`src/rtl/i2c_tgt_pkg.sv`:
```
package i2c_tgt_pkg;
  localparam int BYTE_W = 8;
  localparam int ADDR_W = 7;
  localparam int CNT_W  = 4;

  typedef enum logic [2:0] {
    ST_IDLE,
    ST_RX,
    ST_ACK_OUT,
    ST_TX,
    ST_ACK_IN
  } tgt_state_t;

  typedef enum logic [1:0] {
    BK_ADDR,
    BK_CMD,
    BK_DATA
  } byte_kind_t;

  // Device address match on the seven bits shifted in before R/W.
  function automatic logic addr_hit(input logic [ADDR_W-1:0] rx,
                                    input logic [ADDR_W-1:0] mine);
    return rx == mine;
  endfunction

  // A command value names a real register.
  function automatic logic cmd_readable(input logic [BYTE_W-1:0] cmd,
                                        input int nregs);
    return int'(cmd) < nregs;
  endfunction

  // A command value names a real register outside the read-only window.
  function automatic logic cmd_writable(input logic [BYTE_W-1:0] cmd,
                                        input int nregs, input int ro_lo,
                                        input int ro_hi);
    return cmd_readable(cmd, nregs) &&
           !(int'(cmd) >= ro_lo && int'(cmd) <= ro_hi);
  endfunction
endpackage

```
`src/rtl/i2c_line_sync.sv`:
```
module i2c_line_sync #(
  parameter int STAGES = 2
) (
  input  logic clk,
  input  logic rst_n,
  input  logic scl_i,
  input  logic sda_i,
  output logic sda_s,
  output logic scl_rise,
  output logic scl_fall,
  output logic start_evt,
  output logic stop_evt
);
  logic [STAGES-1:0] scl_p, sda_p;
  logic scl_d, sda_d, scl_s;

  for (genvar g = 0; g < STAGES; g++) begin : g_stage
    if (g == 0) begin : g_first
      always_ff @(posedge clk or negedge rst_n)
        if (!rst_n) begin
          scl_p[g] <= 1'b1;
          sda_p[g] <= 1'b1;
        end else begin
          scl_p[g] <= scl_i;
          sda_p[g] <= sda_i;
        end
    end else begin : g_next
      always_ff @(posedge clk or negedge rst_n)
        if (!rst_n) begin
          scl_p[g] <= 1'b1;
          sda_p[g] <= 1'b1;
        end else begin
          scl_p[g] <= scl_p[g-1];
          sda_p[g] <= sda_p[g-1];
        end
    end
  end

  assign scl_s = scl_p[STAGES-1];
  assign sda_s = sda_p[STAGES-1];

  always_ff @(posedge clk or negedge rst_n)
    if (!rst_n) begin
      scl_d <= 1'b1;
      sda_d <= 1'b1;
    end else begin
      scl_d <= scl_s;
      sda_d <= sda_s;
    end

  assign scl_rise  = scl_s & ~scl_d;
  assign scl_fall  = ~scl_s & scl_d;
  assign start_evt = scl_s & scl_d & sda_d & ~sda_s;
  assign stop_evt  = scl_s & scl_d & ~sda_d & sda_s;
endmodule

```
`src/rtl/i2c_cmd_gate.sv`:
```
module i2c_cmd_gate
  import i2c_tgt_pkg::*;
#(
  parameter int NUM_REGS = 12,
  parameter int RO_LO    = 8,
  parameter int RO_HI    = 9,
  parameter int SEL_W    = 4
) (
  input  logic [BYTE_W-1:0] cmd_q,
  input  logic              wr_req,
  input  logic              rd_req,
  input  logic [BYTE_W-1:0] reg_rdata,
  output logic [SEL_W-1:0]  reg_sel,
  output logic              reg_wr,
  output logic              reg_rd,
  output logic [BYTE_W-1:0] rd_byte
);
  logic rd_ok, wr_ok;

  assign rd_ok   = cmd_readable(cmd_q, NUM_REGS);
  assign wr_ok   = cmd_writable(cmd_q, NUM_REGS, RO_LO, RO_HI);
  assign reg_sel = cmd_q[SEL_W-1:0];
  assign reg_wr  = wr_req & wr_ok;
  assign reg_rd  = rd_req & rd_ok;
  assign rd_byte = rd_ok ? reg_rdata : '0;
endmodule

```
`src/rtl/i2c_tgt_ctrl.sv`:
```
module i2c_tgt_ctrl
  import i2c_tgt_pkg::*;
(
  input  logic              clk,
  input  logic              rst_n,
  input  logic [ADDR_W-1:0] dev_addr,
  input  logic              sda_s,
  input  logic              scl_rise,
  input  logic              scl_fall,
  input  logic              start_evt,
  input  logic              stop_evt,
  input  logic [BYTE_W-1:0] rd_byte,
  output logic [BYTE_W-1:0] cmd_q,
  output logic [BYTE_W-1:0] wdata,
  output logic              wr_req,
  output logic              rd_req,
  output logic              sda_oe
);
  tgt_state_t        state;
  byte_kind_t        kind;
  logic [CNT_W-1:0]  cnt;
  logic [BYTE_W-1:0] rx_sh, tx_sh;
  logic              rw, m_ack;

  assign wdata = rx_sh;

  always_ff @(posedge clk or negedge rst_n) begin
    if (!rst_n) begin
      state  <= ST_IDLE;
      kind   <= BK_ADDR;
      cnt    <= '0;
      rx_sh  <= '0;
      tx_sh  <= '0;
      rw     <= 1'b0;
      m_ack  <= 1'b0;
      cmd_q  <= '0;
      sda_oe <= 1'b0;
      wr_req <= 1'b0;
      rd_req <= 1'b0;
    end else begin
      wr_req <= 1'b0;
      rd_req <= 1'b0;
      if (stop_evt) begin
        state  <= ST_IDLE;
        sda_oe <= 1'b0;
        cmd_q  <= '0;
      end else if (start_evt) begin
        state  <= ST_RX;
        kind   <= BK_ADDR;
        cnt    <= '0;
        sda_oe <= 1'b0;
      end else begin
        unique case (state)
          ST_RX: begin
            if (scl_rise) begin
              rx_sh <= {rx_sh[BYTE_W-2:0], sda_s};
              cnt   <= cnt + 1'b1;
            end else if (scl_fall && cnt == CNT_W'(BYTE_W)) begin
              cnt <= '0;
              unique case (kind)
                BK_ADDR: begin
                  if (addr_hit(rx_sh[BYTE_W-1:1], dev_addr)) begin
                    rw     <= rx_sh[0];
                    state  <= ST_ACK_OUT;
                    sda_oe <= 1'b1;
                  end else begin
                    state <= ST_IDLE;
                  end
                end
                BK_CMD: begin
                  cmd_q  <= rx_sh;
                  state  <= ST_ACK_OUT;
                  sda_oe <= 1'b1;
                end
                default: begin
                  wr_req <= 1'b1;
                  state  <= ST_ACK_OUT;
                  sda_oe <= 1'b1;
                end
              endcase
            end
          end
          ST_ACK_OUT: begin
            if (scl_fall) begin
              if (kind == BK_ADDR && rw) begin
                state  <= ST_TX;
                tx_sh  <= rd_byte;
                sda_oe <= ~rd_byte[BYTE_W-1];
                rd_req <= 1'b1;
                cnt    <= '0;
              end else begin
                state  <= ST_RX;
                sda_oe <= 1'b0;
                kind   <= (kind == BK_ADDR) ? BK_CMD : BK_DATA;
              end
            end
          end
          ST_TX: begin
            if (scl_fall) begin
              if (cnt == CNT_W'(BYTE_W - 1)) begin
                state  <= ST_ACK_IN;
                sda_oe <= 1'b0;
              end else begin
                tx_sh  <= {tx_sh[BYTE_W-2:0], 1'b0};
                sda_oe <= ~tx_sh[BYTE_W-2];
                cnt    <= cnt + 1'b1;
              end
            end
          end
          ST_ACK_IN: begin
            if (scl_rise) begin
              m_ack <= ~sda_s;
            end else if (scl_fall) begin
              if (m_ack) begin
                state  <= ST_TX;
                tx_sh  <= rd_byte;
                sda_oe <= ~rd_byte[BYTE_W-1];
                rd_req <= 1'b1;
                cnt    <= '0;
              end else begin
                state <= ST_IDLE;
              end
            end
          end
          default: ;
        endcase
      end
    end
  end
endmodule

```
`src/rtl/i2c_cmd_target.sv`:
```
module i2c_cmd_target
  import i2c_tgt_pkg::*;
#(
  parameter logic [3:0] ADDR_HI     = 4'b0100,
  parameter int         NUM_REGS    = 12,
  parameter int         RO_LO       = 8,
  parameter int         RO_HI       = 9,
  parameter int         SEL_W       = 4,
  parameter int         SYNC_STAGES = 2
) (
  input  logic                     clk,
  input  logic                     rst_n,
  input  logic [ADDR_W-$bits(ADDR_HI)-1:0] dev_pins,
  input  logic                     scl_i,
  input  logic                     sda_i,
  output logic                     sda_oe,
  output logic [SEL_W-1:0]         reg_sel,
  output logic                     reg_wr,
  output logic                     reg_rd,
  output logic [BYTE_W-1:0]        reg_wdata,
  input  logic [BYTE_W-1:0]        reg_rdata
);
  // Named internal events, exposed to the bound checker.
  logic              sda_s, scl_rise, scl_fall, start_evt, stop_evt;
  logic              wr_req, rd_req;
  logic [BYTE_W-1:0] cmd_q, rd_byte;

  i2c_line_sync #(.STAGES(SYNC_STAGES)) u_sync (
    .clk(clk), .rst_n(rst_n), .scl_i(scl_i), .sda_i(sda_i),
    .sda_s(sda_s), .scl_rise(scl_rise), .scl_fall(scl_fall),
    .start_evt(start_evt), .stop_evt(stop_evt)
  );

  i2c_tgt_ctrl u_ctrl (
    .clk(clk), .rst_n(rst_n), .dev_addr({ADDR_HI, dev_pins}),
    .sda_s(sda_s), .scl_rise(scl_rise), .scl_fall(scl_fall),
    .start_evt(start_evt), .stop_evt(stop_evt), .rd_byte(rd_byte),
    .cmd_q(cmd_q), .wdata(reg_wdata), .wr_req(wr_req), .rd_req(rd_req),
    .sda_oe(sda_oe)
  );

  i2c_cmd_gate #(
    .NUM_REGS(NUM_REGS), .RO_LO(RO_LO), .RO_HI(RO_HI), .SEL_W(SEL_W)
  ) u_gate (
    .cmd_q(cmd_q), .wr_req(wr_req), .rd_req(rd_req), .reg_rdata(reg_rdata),
    .reg_sel(reg_sel), .reg_wr(reg_wr), .reg_rd(reg_rd), .rd_byte(rd_byte)
  );
endmodule

```
`config.mk`:
```
export PLATFORM = sky130hd
export DESIGN_NAME = i2c_cmd_target
export DESIGN_NICKNAME = d
export VERILOG_FILES = /design/src/rtl/i2c_tgt_pkg.sv /design/src/rtl/i2c_line_sync.sv /design/src/rtl/i2c_cmd_gate.sv /design/src/rtl/i2c_tgt_ctrl.sv /design/src/rtl/i2c_cmd_target.sv
export SDC_FILE = /design/constraint.sdc
export NUM_CORES = 1
export LEC_CHECK = 0
export ABC_AREA = 1
export BUFFER_PORTS_ARGS = -buffer_cell sky130_fd_sc_hd__buf_4
export CAP_MARGIN = 10
export CORE_UTILIZATION = 50
export CTS_BUF_LIST = sky130_fd_sc_hd__clkbuf_2 sky130_fd_sc_hd__clkbuf_4 sky130_fd_sc_hd__clkbuf_8
export DETAILED_ROUTE_END_ITERATION = 10
export PLACE_DENSITY = 0.67
export SYNTH_ARGS = -nofsm -noshare
export SYNTH_HDL_FRONTEND = slang
export SYNTH_SLANG_ARGS = --single-unit
```
`constraint.sdc`:
```
create_clock -name clk -period 2.05 [get_ports clk]
set_clock_uncertainty 0.1 [all_clocks]
set_input_delay 0.615 -clock clk [delete_from_list [all_inputs] [get_ports clk]]
set_output_delay 0.615 -clock clk [all_outputs]
set_load 0.02 [all_outputs]
```
==> results.py <==
metrics = {
    "status": {
        "status": "finished, violations left",
        "violations": "negative setup slack",
    },
    "power_and_ir_drop": {
        "cellLeakagePower_nw": 1.40,
        "p_comb_frac": 0.417,
        "clkPwrFrac": 0.180,
        "vdd_drop_max_v": 0.000482,
        "power.switching_mw": 1.24,
        "pwr-share-seq": 0.403,
        "p_sw_frac": 0.416,
        "p_int_mw": 1.74,
        "p_per_area_mw_per_mm2": 1080,
        "p_total_mw": 2.98,
    },
    "clock_tree": {
        "clock_latency_ns": 0.30,
        "cts.sinks": 43,
        "cts_tree": "done",
        "cts_hold_buf": 0,
        "clk_pin_slew_ns": 0.08,
        "root_buffer": "clkbuf_8",
        "cts_buffers": 5,
        "cts.path.max_buffers": 2,
        "htreeDepth": 2,
    },
    "global_route": {
        "grt_pass1_vias": 1816,
        "grt_max_degree": 44,
        "grt_pass1_wl_mm": 8.45,
        "grt-ovfl-total": 0,
        "antenna_found_initial": 0,
        "grtUsageTotal": 0.216,
    },
    "timing": {
        "drv_slew": 0,
        "hold_viol": 0,
        "final-setup-viol-count": 1,
        "worst_pin_slew_ns": 0.536,
        "hold_ws_ns": 0.194,
        "layout_setup_ws_ns": -0.0809,
        "min_period_ns": 2.13,
        "fmax_ghz": 0.469,
        "max_slew_margin": 0.643,
        "rsz0062_at_grt": "true",
        "min_period_over_period": 1.04,
    },
    "yosys": {
        "ys_ff_latch": 43,
        "yosysWarnings": 0,
        "yosysSeqAreaShare": 0.463,
        "synthTopCellsByArea": "dfrtp_1 40%, nand2_1 12%, dfstp_2 6.7%, inv_1 6.1%, nand3_1 4.9%",
        "syn_area_per_cell_um2": 7.96,
        "synth.distinct_cells": 34,
        "synth_top_cell_by_area": "dfrtp_1",
        "syn-num-nets": 311,
        "synth_cells": 294,
        "syn_area_mm2": 0.00234,
        "synth_top_area_frac": 0.396,
    },
    "die": {
        "core-area_mm2": 0.00441,
        "rows": 24,
        "fp.dieArea_mm2": 0.00496,
        "fp.dieW_um": 70.4,
        "die_h_um": 70.4,
        "ioPinCount": 30,
        "initial_utilization": 0.530,
    },
    "placement": {
        "port_buffers": 29,
        "dp_hpwl_mm": 3.54,
        "gp_congestion": 0.878,
    },
    "routing": {
        "drcViolationCount": 0,
        "drtIter0Drc": 126,
        "routed_wl_mm": 4.84,
        "avgRoutedWirePerCell_um": 12.5,
        "ant_nets": 0,
        "first_pass_iters": 5,
        "num_vias": 1976,
        "via_per_inst": 5.11,
    },
    "finish": {
        "diodes": 0,
        "layout.nets": 351,
        "areaGrowthSynthToFinish_pct": 17.9,
        "drive_gt1_frac": 0.257,
    },
    "min_path": {
        "hp-class": "primary input to async pin",
    },
    "setup_path": {
        "start_kind": "flop",
        "r2r_cells": 8,
        "crit_end": "reg_wr",
        "ff2ff_setup_slack_ns": 0.23,
        "crit_start": "u_ctrl.cmd_q[7]",
        "critical_path.max_fanout": 3,
        "arrival_ns": 1.42,
        "critPathKind": "flop to output pin",
        "reg2reg_to": "u_ctrl.tx_sh[1]",
        "end_kind": "output pin",
        "required_ns": 1.33,
        "r2r-start": "u_ctrl.cnt[0]",
    },
    "run": {
        "drv_cap": 0,
    },
}
==> through the flow <==
stage               TNS [ns]  instances  worst slack [ns]  instance area, µm²   util
detailed placement         0        371             0.174                2590  0.587
floorplan                  0        294             0.174                2340      -
finish               -0.0809        387           -0.0809                2760  0.625
global route          -0.257        387            -0.188                2760  0.625
global placement           0        371             0.205                2590  0.587
CTS                  -0.0871        385           -0.0871                2730  0.618
==> Yosys cell counts, drive strengths merged <==
| cell type | instances |
|---|---|
| a21boi | 2 |
| a21oi | 6 |
| a22oi | 3 |
| a31oi | 3 |
| and2 | 1 |
| buf | 8 |
| dfrtp | 37 |
| dfstp | 6 |
| ha | 2 |
| inv | 44 |
| nand2 | 79 |
| nand3 | 28 |
| nand4 | 4 |
| nor2 | 28 |
| nor3 | 3 |
| nor4 | 1 |
| o21ai | 30 |
| o31ai | 7 |
| xnor2 | 1 |
| xor2 | 1 |
==> routing by layer <==
| metal | wire [µm] | share of wire | GRT usage | vias to the layer above |
|---|---|---|---|---|
| met5 | 0 | 0 | 0 | - |
| met4 | 41 | 0.0085 | 0.0533 | 0 |
| met3 | 208 | 0.043 | 0.0476 | 4 |
| met2 | 2150 | 0.44 | 0.316 | 44 |
| met1 | 2450 | 0.51 | 0.323 | 906 |
| li1 | - | - | - | 1022 |
==> kinds of logic (layout without fill, tap and decap cells) <==
family                     Yosys count  count (layout)  synth area share
AOI/OAI and AO/OA                   51              51             0.134
xor gates and xnor gates             2               2           0.00749
adders and majority gates            2               2            0.0107
buffers and inverters               52              93            0.0973
DFF                                 43              43             0.463
and+or+nand+nor                    144             144             0.288
==> area by class of cell <==
class	instances	area [µm²]
Fill cell	394	1660
Sequential cell	43	1080
Multi-Input combinational cell	199	1040
Timing Repair Buffer	41	312
Inverter	44	165
Clock buffer	6	76.3
Tap cell	52	65.1
Clock inverter	2	12.5
==> worst min-delay path by stage <==
stage                          from              end  slack, ns  cells past startpoint
floorplan                     rst_n  u_ctrl.cmd_q[0]       0.22                      0
global placement    u_sync.sda_p[0]     u_sync.sda_s       0.25                      0
detailed placement  u_sync.sda_p[0]     u_sync.sda_s       0.25                      0
CTS                           rst_n  u_ctrl.cmd_q[1]       0.22                      1
global route                  rst_n  u_ctrl.cmd_q[1]       0.24                      1
finish                        rst_n  u_ctrl.cmd_q[1]       0.19                      1
==> registers in the layout (all words and copies together) (netlist names), 2 cells and up <==
signal	cells
u_ctrl.cmd_q	8
u_ctrl.cnt	4
u_ctrl.kind	2
u_ctrl.state	3
u_ctrl.tx_sh	7
u_ctrl.wdata	8
==> repair_timing <==
item                       CTS  global route
resized for setup            2             3
pin swaps                    2             2
setup buffers                6             2
gates cloned                 0             0
setup endpoints to repair    2             3
==> power by group through the flow <==
| stage | registers [mW] | logic, mW | clock network, mW |
|---|---|---|---|
| 6_report | 1.20 | 1.24 | 0.536 |
| 5_1_grt | 1.23 | 1.42 | 0.590 |
| 4_1_cts | 1.20 | 1.24 | 0.553 |
| 3_5_place_dp | 1.21 | 1.24 | 0 |
| 3_3_place_gp | 1.21 | 1.23 | 0 |
| 2_1_floorplan | 1.23 | 0.911 | 0 |
==> worst max-delay path: stages (launching register included) <==
cell	delay, ns
dfrtp_1	0.39
nor2_2	0.13
nand2_1	0.09
a21oi_2	0.14
nand2_1	0.06
a31oi_1	0.13
buf_4	0.16
==> placed cells by master (no fill, tap or decap) <==
| cell | Yosys | final |
|---|---|---|
| nand2_2 | 2 | 2 |
| clkinv_2 | 0 | 1 |
| nand3_4 | 1 | 2 |
| o21ai_0 | 21 | 21 |
| nand3_1 | 23 | 23 |
| buf_6 | 2 | 1 |
| xnor2_1 | 1 | 1 |
| a21boi_0 | 2 | 2 |
| a21oi_1 | 5 | 4 |
| inv_1 | 38 | 38 |
| and2_1 | 1 | 1 |
| nand4_2 | 1 | 1 |
| nand3_2 | 4 | 3 |
| dfrtp_1 | 37 | 37 |
| clkbuf_8 | 0 | 5 |
| inv_2 | 6 | 6 |
| a22oi_1 | 3 | 3 |
| nor2_2 | 5 | 7 |
| nor2_4 | 1 | 1 |
| nand2_4 | 2 | 2 |
| nand4_1 | 3 | 3 |
| a31oi_1 | 3 | 3 |
| nor4_1 | 1 | 1 |
| o21ai_1 | 5 | 5 |
| clkbuf_4 | 0 | 1 |
| ha_1 | 2 | 2 |
| buf_4 | 4 | 40 |
| a21oi_2 | 1 | 2 |
| nor3_1 | 3 | 3 |
| o31ai_2 | 1 | 1 |
| o31ai_1 | 6 | 6 |
| nand2_1 | 75 | 75 |
| xor2_1 | 1 | 1 |
| clkinvlp_4 | 0 | 1 |
| nor2_1 | 22 | 20 |
| o21ai_2 | 4 | 4 |
| dfstp_2 | 6 | 6 |
No activity file was read; power rests on OpenSTA's default activity.
